## src/rtl/rxto_pkg.sv

```systemverilog
package rxto_pkg;
  localparam int unsigned WL_W     = 2;
  localparam int unsigned MIN_BITS = 5;
  localparam int unsigned SLOPE    = 4;
  localparam int unsigned BASE     = 12;
  localparam int unsigned MAX_SPAN = SLOPE * (MIN_BITS + (1 << WL_W) - 1) + BASE;
  localparam int unsigned CNT_W    = $clog2(MAX_SPAN + 1);

  typedef enum logic [0:0] {
    CH_SLEEP   = 1'b0,
    CH_TIMEOUT = 1'b1
  } chan_e;
endpackage

```

## src/rtl/rxto_span_calc.sv

```systemverilog
module rxto_span_calc #(
  parameter int unsigned WL_W     = 2,
  parameter int unsigned CNT_W    = 6,
  parameter int unsigned MIN_BITS = 5,
  parameter int unsigned SLOPE    = 4,
  parameter int unsigned BASE     = 12
) (
  input  logic [WL_W-1:0]  word_len,
  output logic [CNT_W-1:0] span
);
  localparam int unsigned OFFSET = SLOPE * MIN_BITS + BASE;

  logic [CNT_W-1:0] wl_ext;

  always_comb begin
    wl_ext = CNT_W'(word_len);
    span   = CNT_W'(OFFSET) + CNT_W'(SLOPE) * wl_ext;
  end
endmodule

```

## src/rtl/rxto_sat_counter.sv

```systemverilog
module rxto_sat_counter #(
  parameter int unsigned CNT_W = 6
) (
  input  logic             clk,
  input  logic             rst_n,
  input  logic             clr,
  input  logic             adv,
  input  logic [CNT_W-1:0] limit,
  output logic             reached
);
  logic [CNT_W-1:0] count_q;
  logic [CNT_W-1:0] count_d;
  logic             count_en;

  always_comb begin
    count_en = 1'b0;
    count_d  = count_q;
    if (clr) begin
      count_en = 1'b1;
      count_d  = '0;
    end else if (adv && (count_q < limit)) begin
      count_en = 1'b1;
      count_d  = count_q + CNT_W'(1);
    end
  end

  always_ff @(posedge clk or negedge rst_n) begin
    if (!rst_n) begin
      count_q <= '0;
    end else if (count_en) begin
      count_q <= count_d;
    end
  end

  assign reached = (count_q >= limit);
endmodule

```

## src/rtl/rxto_idle_timer.sv

```systemverilog
module rxto_idle_timer
  import rxto_pkg::*;
#(
  parameter int unsigned P_WL_W  = WL_W,
  parameter int unsigned P_CNT_W = CNT_W
) (
  input  logic              clk,
  input  logic              rst_n,
  input  logic              bit_tick,
  input  logic              rx_sample,
  input  logic [P_WL_W-1:0] word_len,
  input  logic              fifo_nempty,
  input  logic              rhr_read,
  output logic              idle_detect,
  output logic              char_timeout
);
  localparam int unsigned NCH = 2;

  logic [P_CNT_W-1:0] span;
  logic               line_active;
  logic [NCH-1:0]     ch_clr;
  logic [NCH-1:0]     ch_adv;
  logic [NCH-1:0]     ch_hit;

  rxto_span_calc #(
    .WL_W    (P_WL_W),
    .CNT_W   (P_CNT_W),
    .MIN_BITS(MIN_BITS),
    .SLOPE   (SLOPE),
    .BASE    (BASE)
  ) u_span (
    .word_len(word_len),
    .span    (span)
  );

  always_comb begin
    line_active        = bit_tick & ~rx_sample;
    ch_clr[CH_SLEEP]   = line_active;
    ch_adv[CH_SLEEP]   = bit_tick;
    ch_clr[CH_TIMEOUT] = line_active | rhr_read | ~fifo_nempty;
    ch_adv[CH_TIMEOUT] = bit_tick & fifo_nempty;
  end

  for (genvar g = 0; g < NCH; g++) begin : g_chan
    rxto_sat_counter #(
      .CNT_W(P_CNT_W)
    ) u_cnt (
      .clk    (clk),
      .rst_n  (rst_n),
      .clr    (ch_clr[g]),
      .adv    (ch_adv[g]),
      .limit  (span),
      .reached(ch_hit[g])
    );
  end

  assign idle_detect  = ch_hit[CH_SLEEP];
  assign char_timeout = ch_hit[CH_TIMEOUT];
endmodule

```

## config.mk

```make
export PLATFORM = sky130hd
export DESIGN_NAME = rxto_idle_timer
export DESIGN_NICKNAME = d
export VERILOG_FILES = /design/src/rtl/rxto_pkg.sv /design/src/rtl/rxto_span_calc.sv /design/src/rtl/rxto_sat_counter.sv /design/src/rtl/rxto_idle_timer.sv
export SDC_FILE = /design/constraint.sdc
export NUM_CORES = 1
export LEC_CHECK = 0
export ABC_CLOCK_PERIOD_IN_PS = 2300
export BUFFER_PORTS_ARGS = -buffer_cell sky130_fd_sc_hd__buf_2
export CAP_MARGIN = 20
export CELL_PAD_IN_SITES_DETAIL_PLACEMENT = 0
export CELL_PAD_IN_SITES_GLOBAL_PLACEMENT = 1
export CORE_MARGIN = 2
export CORE_UTILIZATION = 42
export CTS_CLUSTER_SIZE = 28
export DETAILED_ROUTE_END_ITERATION = 12
export HOLD_SLACK_MARGIN = 0.15
export PLACE_DENSITY_LB_ADDON = 0.1
export SLEW_MARGIN = 20
export SYNTH_ARGS = -nofsm -noshare
export SYNTH_HDL_FRONTEND = slang
export SYNTH_SLANG_ARGS = --single-unit
```

## constraint.sdc

```tcl
create_clock -name clk -period 2.3 [get_ports clk]
set_clock_uncertainty 0.1 [all_clocks]
set_input_delay 0.115 -clock clk [delete_from_list [all_inputs] [get_ports clk]]
set_output_delay 0.115 -clock clk [all_outputs]
set_load 0.005 [all_outputs]
```

==> flow_metrics.tcl, run 1 <==
set metrics [dict create \
    worst_slew_pin_slew_ns 0.3726 \
    largest_register "g_chan.u_cnt.count_q" \
    max_freq_mhz 459.5 \
    leakage_nw 0.4529 \
    largest_register_ffs 12 \
    grt_pass1_vias 686 \
    post_cts_resized 0 \
    numCtsBuffers 3 \
    synth-seq-area-share_pct 37.85 \
    finalCoreUtilization_pct 55.84 \
    start_util_pct 45.45 \
    syn2layout_area_growth_pct 22.87 \
    ys_types 25 \
    setup_tns_ns 0 \
    die_h_um 47.46 \
    core_um2 1745 \
    crit_type "input pin to flip-flop" \
    whs_ns 0.1996 \
    rsz0062_at_grt "no" \
    postRouteAntennaNets 0 \
    routed_wl_mm 1.761 \
    rows 15 \
    maxCapViolCount 0 \
    multi_input_area_um2 454.2 \
    final_common_cell "dfrtp_1" \
    drv_slew 0 \
    p_per_area_nw_per_um2 508.8 \
    reg.largest.list "g_chan.u_cnt.count_q x12" \
    min_period_over_period_pct 94.61 \
    drive_gt1_share_pct 17.14 \
    die_area_um2 2252 \
    via_count 714 \
    yosysWarningCount 0 \
    die_x_um 47.46 \
    grt_usage_pct 19.28 \
    syn_inst 86 \
    cp-start-kind "input pin" \
    htree_levels 1 \
    clock_latency_ns 0.27 \
    dpl.hpwl_mm 1.268 \
    worst-path-max-fanout 13 \
    ir_drop_v 0.0003053 \
    gp_congestion 0.7730 \
    cts_tree "yes" \
    grt_overflow 0 \
    wl_per_cell_um 13.55 \
    relSlewSlack_pct 75.07 \
    hold_viol 0 \
    hold_class "input pin to flip-flop" \
    ios 10 \
    status "finished clean" \
    grt_max_degree 14 \
    avgSynthCellArea_um2 9.224 \
    route.met2.wl_um 798 \
    numPortBuffers 9 \
    wl_met1_um 909 \
    clk_pin_slew_ns 0.08 \
    arrival_ns 2.23 \
    min_period_ns 2.176 \
    drc 0 \
    grt_first_pass_wirelength_mm 2.946 \
    top_layer "met4" \
    final-seq-area_um2 300.3 \
    finalNetCount 122 \
    via_per_inst 5.492 \
    synth_fp_nets 102 \
    fillers 174 \
    mostFrequentLayoutCells "12 x dfrtp_1, 9 x a21oi_1, 9 x buf_2" \
    endpoint_kind "flip-flop" \
    cts_sinks 12 \
    diodes 0 \
    drt_iter0_markers 16 \
    total_power_mw 0.4959 \
    wl_met3_um 35 \
    syn_area_um2 793.3 \
    clock_path_buffers 2 \
    cts_root_buf "clkbuf_4" \
    setup_viol 0 \
    critical_path_required_ns 2.36 \
    dr.pass1.iters 4 \
    ys_seq_elements 12 \
    antenna_found_initial 0 \
]
## worst paths after layout
kind / from / endpoint / slack, ns / cells after the start
max in group asynchronous: rst_n / g_chan[1].u_cnt.count_q[3]$_DFFE_PN0P_ / 0.51 / 4
min in group asynchronous: rst_n / g_chan[0].u_cnt.count_q[0]$_DFFE_PN0P_ / 0.66 / 3
max: bit_tick / g_chan[1].u_cnt.count_q[1]$_DFFE_PN0P_ / 0.12 / 7
min: fifo_nempty / g_chan[1].u_cnt.count_q[0]$_DFFE_PN0P_ / 0.20 / 3
min reg2reg: g_chan[1].u_cnt.count_q[5]$_DFFE_PN0P_ / g_chan[1].u_cnt.count_q[5]$_DFFE_PN0P_ / 0.48 / 2
max reg2reg: g_chan[1].u_cnt.count_q[3]$_DFFE_PN0P_ / g_chan[1].u_cnt.count_q[1]$_DFFE_PN0P_ / 0.16 / 6
## cell usage after synthesis
library cell	count	area (um2)
nand2_1	7	26.28
a41oi_1	2	17.52
inv_2	1	3.750
nor2_1	3	11.26
inv_1	7	26.28
o21ai_0	8	40.04
a21oi_1	9	45.04
or3_1	6	37.54
o31ai_1	1	7.510
buf_2	1	5.000
or3b_1	1	8.760
o31a_1	3	26.28
and3_1	2	12.51
clkbuf_1	1	3.750
nor2b_4	2	27.53
o31a_4	1	17.52
o211ai_1	1	7.510
nor4b_1	1	8.760
ha_1	8	100.1
nand3_1	2	10.01
nand3b_1	1	7.510
a21boi_0	2	15.01
nand4_1	3	18.77
dfrtp_1	12	300.3
a211o_1	1	8.760
## cell type report
type                    instances  area share, %
multi-input cells              64          46.60
clock buffers                   4          3.723
repair buffers                 17          12.58
flip-flops and latches         12          30.81
inverters                       8          3.081
well taps                      25          3.209
## worst max-delay path, stage by stage
cell	delay, ns
dlygate4sd3_1	0.52
buf_2	0.26
inv_2	0.10
nor2_1	0.33
or3b_1	0.29
a21oi_1	0.06
dlygate4sd3_1	0.56
## timing repair
item,CTS,global route
endpoints found under the setup margin,0,1
buffers inserted,0,1
hold buffers,7,0
hold endpoints to repair,21,0
## layer usage
metal / global-route usage (%) / vias up
met3: 2.264 / 2
met5: 0 / -
li1: - / 356
met2: 30.00 / 10
met1: 27.08 / 346
met4: 8.333 / 0
## power breakdown
group	internal (mW)	total, mW	switching (mW)	leakage [nW]
clock	0.0961	0.172	0.0759	0.0210
sequential	0.223	0.238	0.0155	0.164
combinational	0.0419	0.0857	0.0438	0.268
total	0.361	0.496	0.135	0.453
## through the flow
stage / worst slack, ns / instance area (um2) / cells
final: 0.1239 / 974.7 / 130
after detailed placement: 0.4365 / 860.8 / 118
after floorplan: 0.5707 / 793.3 / 86
after global placement: 0.4901 / 860.8 / 118
after global routing: 0.002720 / 974.7 / 130
after CTS: 0.1052 / 967.2 / 129
## kinds of logic (layout without fill, tap and decap cells)
logic type | Yosys count | count (layout) | share of synthesized area [%]
AO/OA/AOI/OAI | 28 | 28 | 23.35
AND/OR/NAND/NOR | 28 | 28 | 21.30
flip-flops | 12 | 12 | 37.86
buffers and inverters | 10 | 29 | 4.889
adder cells (fa/ha/maj) | 8 | 8 | 12.62
(Power assumes the default switching activity.)
==> run 2, diff against run 1 <==
==> constraint.sdc (replaced) <==
create_clock -name clk -period 2.3 [get_ports clk]
set_clock_uncertainty 0.1 [all_clocks]
set_input_delay 0.46 -clock clk [delete_from_list [all_inputs] [get_ports clk]]
set_output_delay 0.46 -clock clk [all_outputs]
set_load 0.005 [all_outputs]
==> flow_metrics.tcl, run 2 (synthesized netlist as in run 1, its figures left out) <==
set metrics [dict create \
    crit_buf_inv 2 \
    p_per_area_nw_per_um2 538.7 \
    relSlewSlack_pct 74.23 \
    postRouteAntennaNets 0 \
    endpoint_kind "primary output" \
    post_cts_buffers 0 \
    core_um2 1745 \
    cpLargestDelayFamily "flip-flops" \
    reg.largest.list "g_chan.u_cnt.count_q x12" \
    crit_type "flip-flop to primary output" \
    grt_usage_pct 17.34 \
    rsz0062_at_grt "no" \
    setup_tns_ns 0 \
    die_area_um2 2252 \
    hold_viol 0 \
    hold_class "input pin to flip-flop" \
    htree_levels 1 \
    min_period_over_period_pct 91.22 \
    mostFrequentLayoutCells "12 x dfrtp_1, 9 x a21oi_1, 9 x buf_2" \
    rr_endpoint "g_chan[0].u_cnt.count_q[4]$_DFFE_PN0P_" \
    status "finished clean" \
    wl_per_cell_um 13.24 \
    rr_startpoint "g_chan[0].u_cnt.count_q[3]$_DFFE_PN0P_" \
    cpMaxStageDelayCell "dfrtp_1" \
    critPathMaxStageDelay_ns 0.44 \
    setup_viol 0 \
    clock_latency_ns 0.27 \
    maxCapViolCount 0 \
    grt_overflow 0 \
    arrival_ns 1.54 \
    gp_congestion 0.7746 \
    grt_pass1_vias 578 \
    cp-start-kind "flip-flop" \
    critPathLaunch "g_chan[0].u_cnt.count_q[2]$_DFFE_PN0P_" \
    endpoint "idle_detect" \
    largest_register_ffs 12 \
    drc 0 \
    numPortBuffers 9 \
    die_h_um 47.46 \
    crit_cells 6 \
    fillers 173 \
    clock_path_buffers 2 \
    reg2reg_depth 5 \
    largest_register "g_chan.u_cnt.count_q" \
    die_x_um 47.46 \
    ios 10 \
    via_per_inst 5.455 \
    ir_drop_v 0.0002959 \
    dr.pass1.iters 4 \
    dpl.hpwl_mm 1.244 \
    worst-path-max-fanout 6 \
    syn2layout_area_growth_pct 14.35 \
    worst_slew_pin_slew_ns 0.3833 \
    finalNetCount 115 \
    leakage_nw 0.4196 \
    antenna_found_initial 0 \
    start_util_pct 45.45 \
    drive_gt1_share_pct 17.35 \
    grt_max_degree 14 \
    grt_first_pass_wirelength_mm 2.684 \
    max_freq_mhz 476.6 \
    crit_chain "inv_1 > ha_1 > nand2_1 > a21boi_0 > o31a_1 > buf_2" \
    total_power_mw 0.4887 \
    reg2reg_slack_ns 0.44 \
    final_common_cell "dfrtp_1" \
    cts_root_buf "clkbuf_4" \
    cts_tree "yes" \
    numCtsBuffers 3 \
    clk_pin_slew_ns 0.08 \
    diodes 0 \
    drt_iter0_markers 11 \
    cts_sinks 12 \
    rows 15 \
    min_period_ns 2.098 \
    drv_slew 0 \
    critical_path_required_ns 1.74 \
    via_count 671 \
    routed_wl_mm 1.629 \
]
[run 2: repair_timing]
| item | in CTS | in global routing |
|---|---|---|
| hold buffers | 1 | 0 |
| hold endpoints to repair | 12 | 0 |
| resized for setup | 0 | 0 |
[run 2: where the power goes]
group / leakage (nW) / internal, mW / switching [mW] / total [mW]
clock: 0.0210 / 0.0962 / 0.0773 / 0.173
sequential: 0.164 / 0.223 / 0.0154 / 0.238
combinational: 0.234 / 0.0355 / 0.0416 / 0.0771
[run 2: worst min path at each step]
stage,from,endpoint,slack [ns],depth (start not counted)
floorplan,rst_n,g_chan[0].u_cnt.count_q[0]$_DFFE_PN0P_,0.06,0
global route,rx_sample,g_chan[0].u_cnt.count_q[1]$_DFFE_PN0P_,0.41,3
finish,rx_sample,g_chan[0].u_cnt.count_q[1]$_DFFE_PN0P_,0.41,3
CTS,rx_sample,g_chan[0].u_cnt.count_q[1]$_DFFE_PN0P_,0.40,3
global placement,rst_n,g_chan[1].u_cnt.count_q[1]$_DFFE_PN0P_,0.26,1
detailed placement,rst_n,g_chan[1].u_cnt.count_q[2]$_DFFE_PN0P_,0.26,1
[run 2: per-layer routing]
layer	routed length [um]	vias to the layer above	share of wire, %	GRT usage, %
li1	-	343	-	-
met1	859	312	53	25.18
met2	694	12	43	26.22
met3	46	4	2.8	2.264
met4	29	0	1.8	6.667
met5	0	-	0	0
[run 2: final cells by class]
class,instances,area [um2],area share [%]
clock buffers,4,36.28,4.000
inverters,8,30.03,3.310
multi-input cells,64,454.2,50.07
flip-flops and latches,12,300.3,33.10
well taps,25,31.28,3.448
repair buffers,10,55.05,6.069
[run 2: stage by stage]
step | utilization [%] | instances | area, um2 | setup slack (ns) | hold WS [ns]
global route | 51.97 | 123 | 907.1 | 0.1176 | 0.4097
detailed placement | 49.32 | 118 | 860.8 | 0.2908 | 0.2606
CTS | 51.97 | 123 | 907.1 | 0.2037 | 0.4025
floorplan | - | 86 | 793.3 | 0.4569 | 0.06441
global placement | 49.32 | 118 | 860.8 | 0.2996 | 0.2611
finish | 51.97 | 123 | 907.1 | 0.2019 | 0.4055
[run 2: tightest hold or removal path, delay by kind of cell]
| family | cells | cell delay [ns] |
|---|---|---|
| buffers and inverters | 1 | 0.13 |
| AOI/OAI and AO/OA | 1 | 0.08 |
| and+or+nand+nor | 1 | 0.07 |
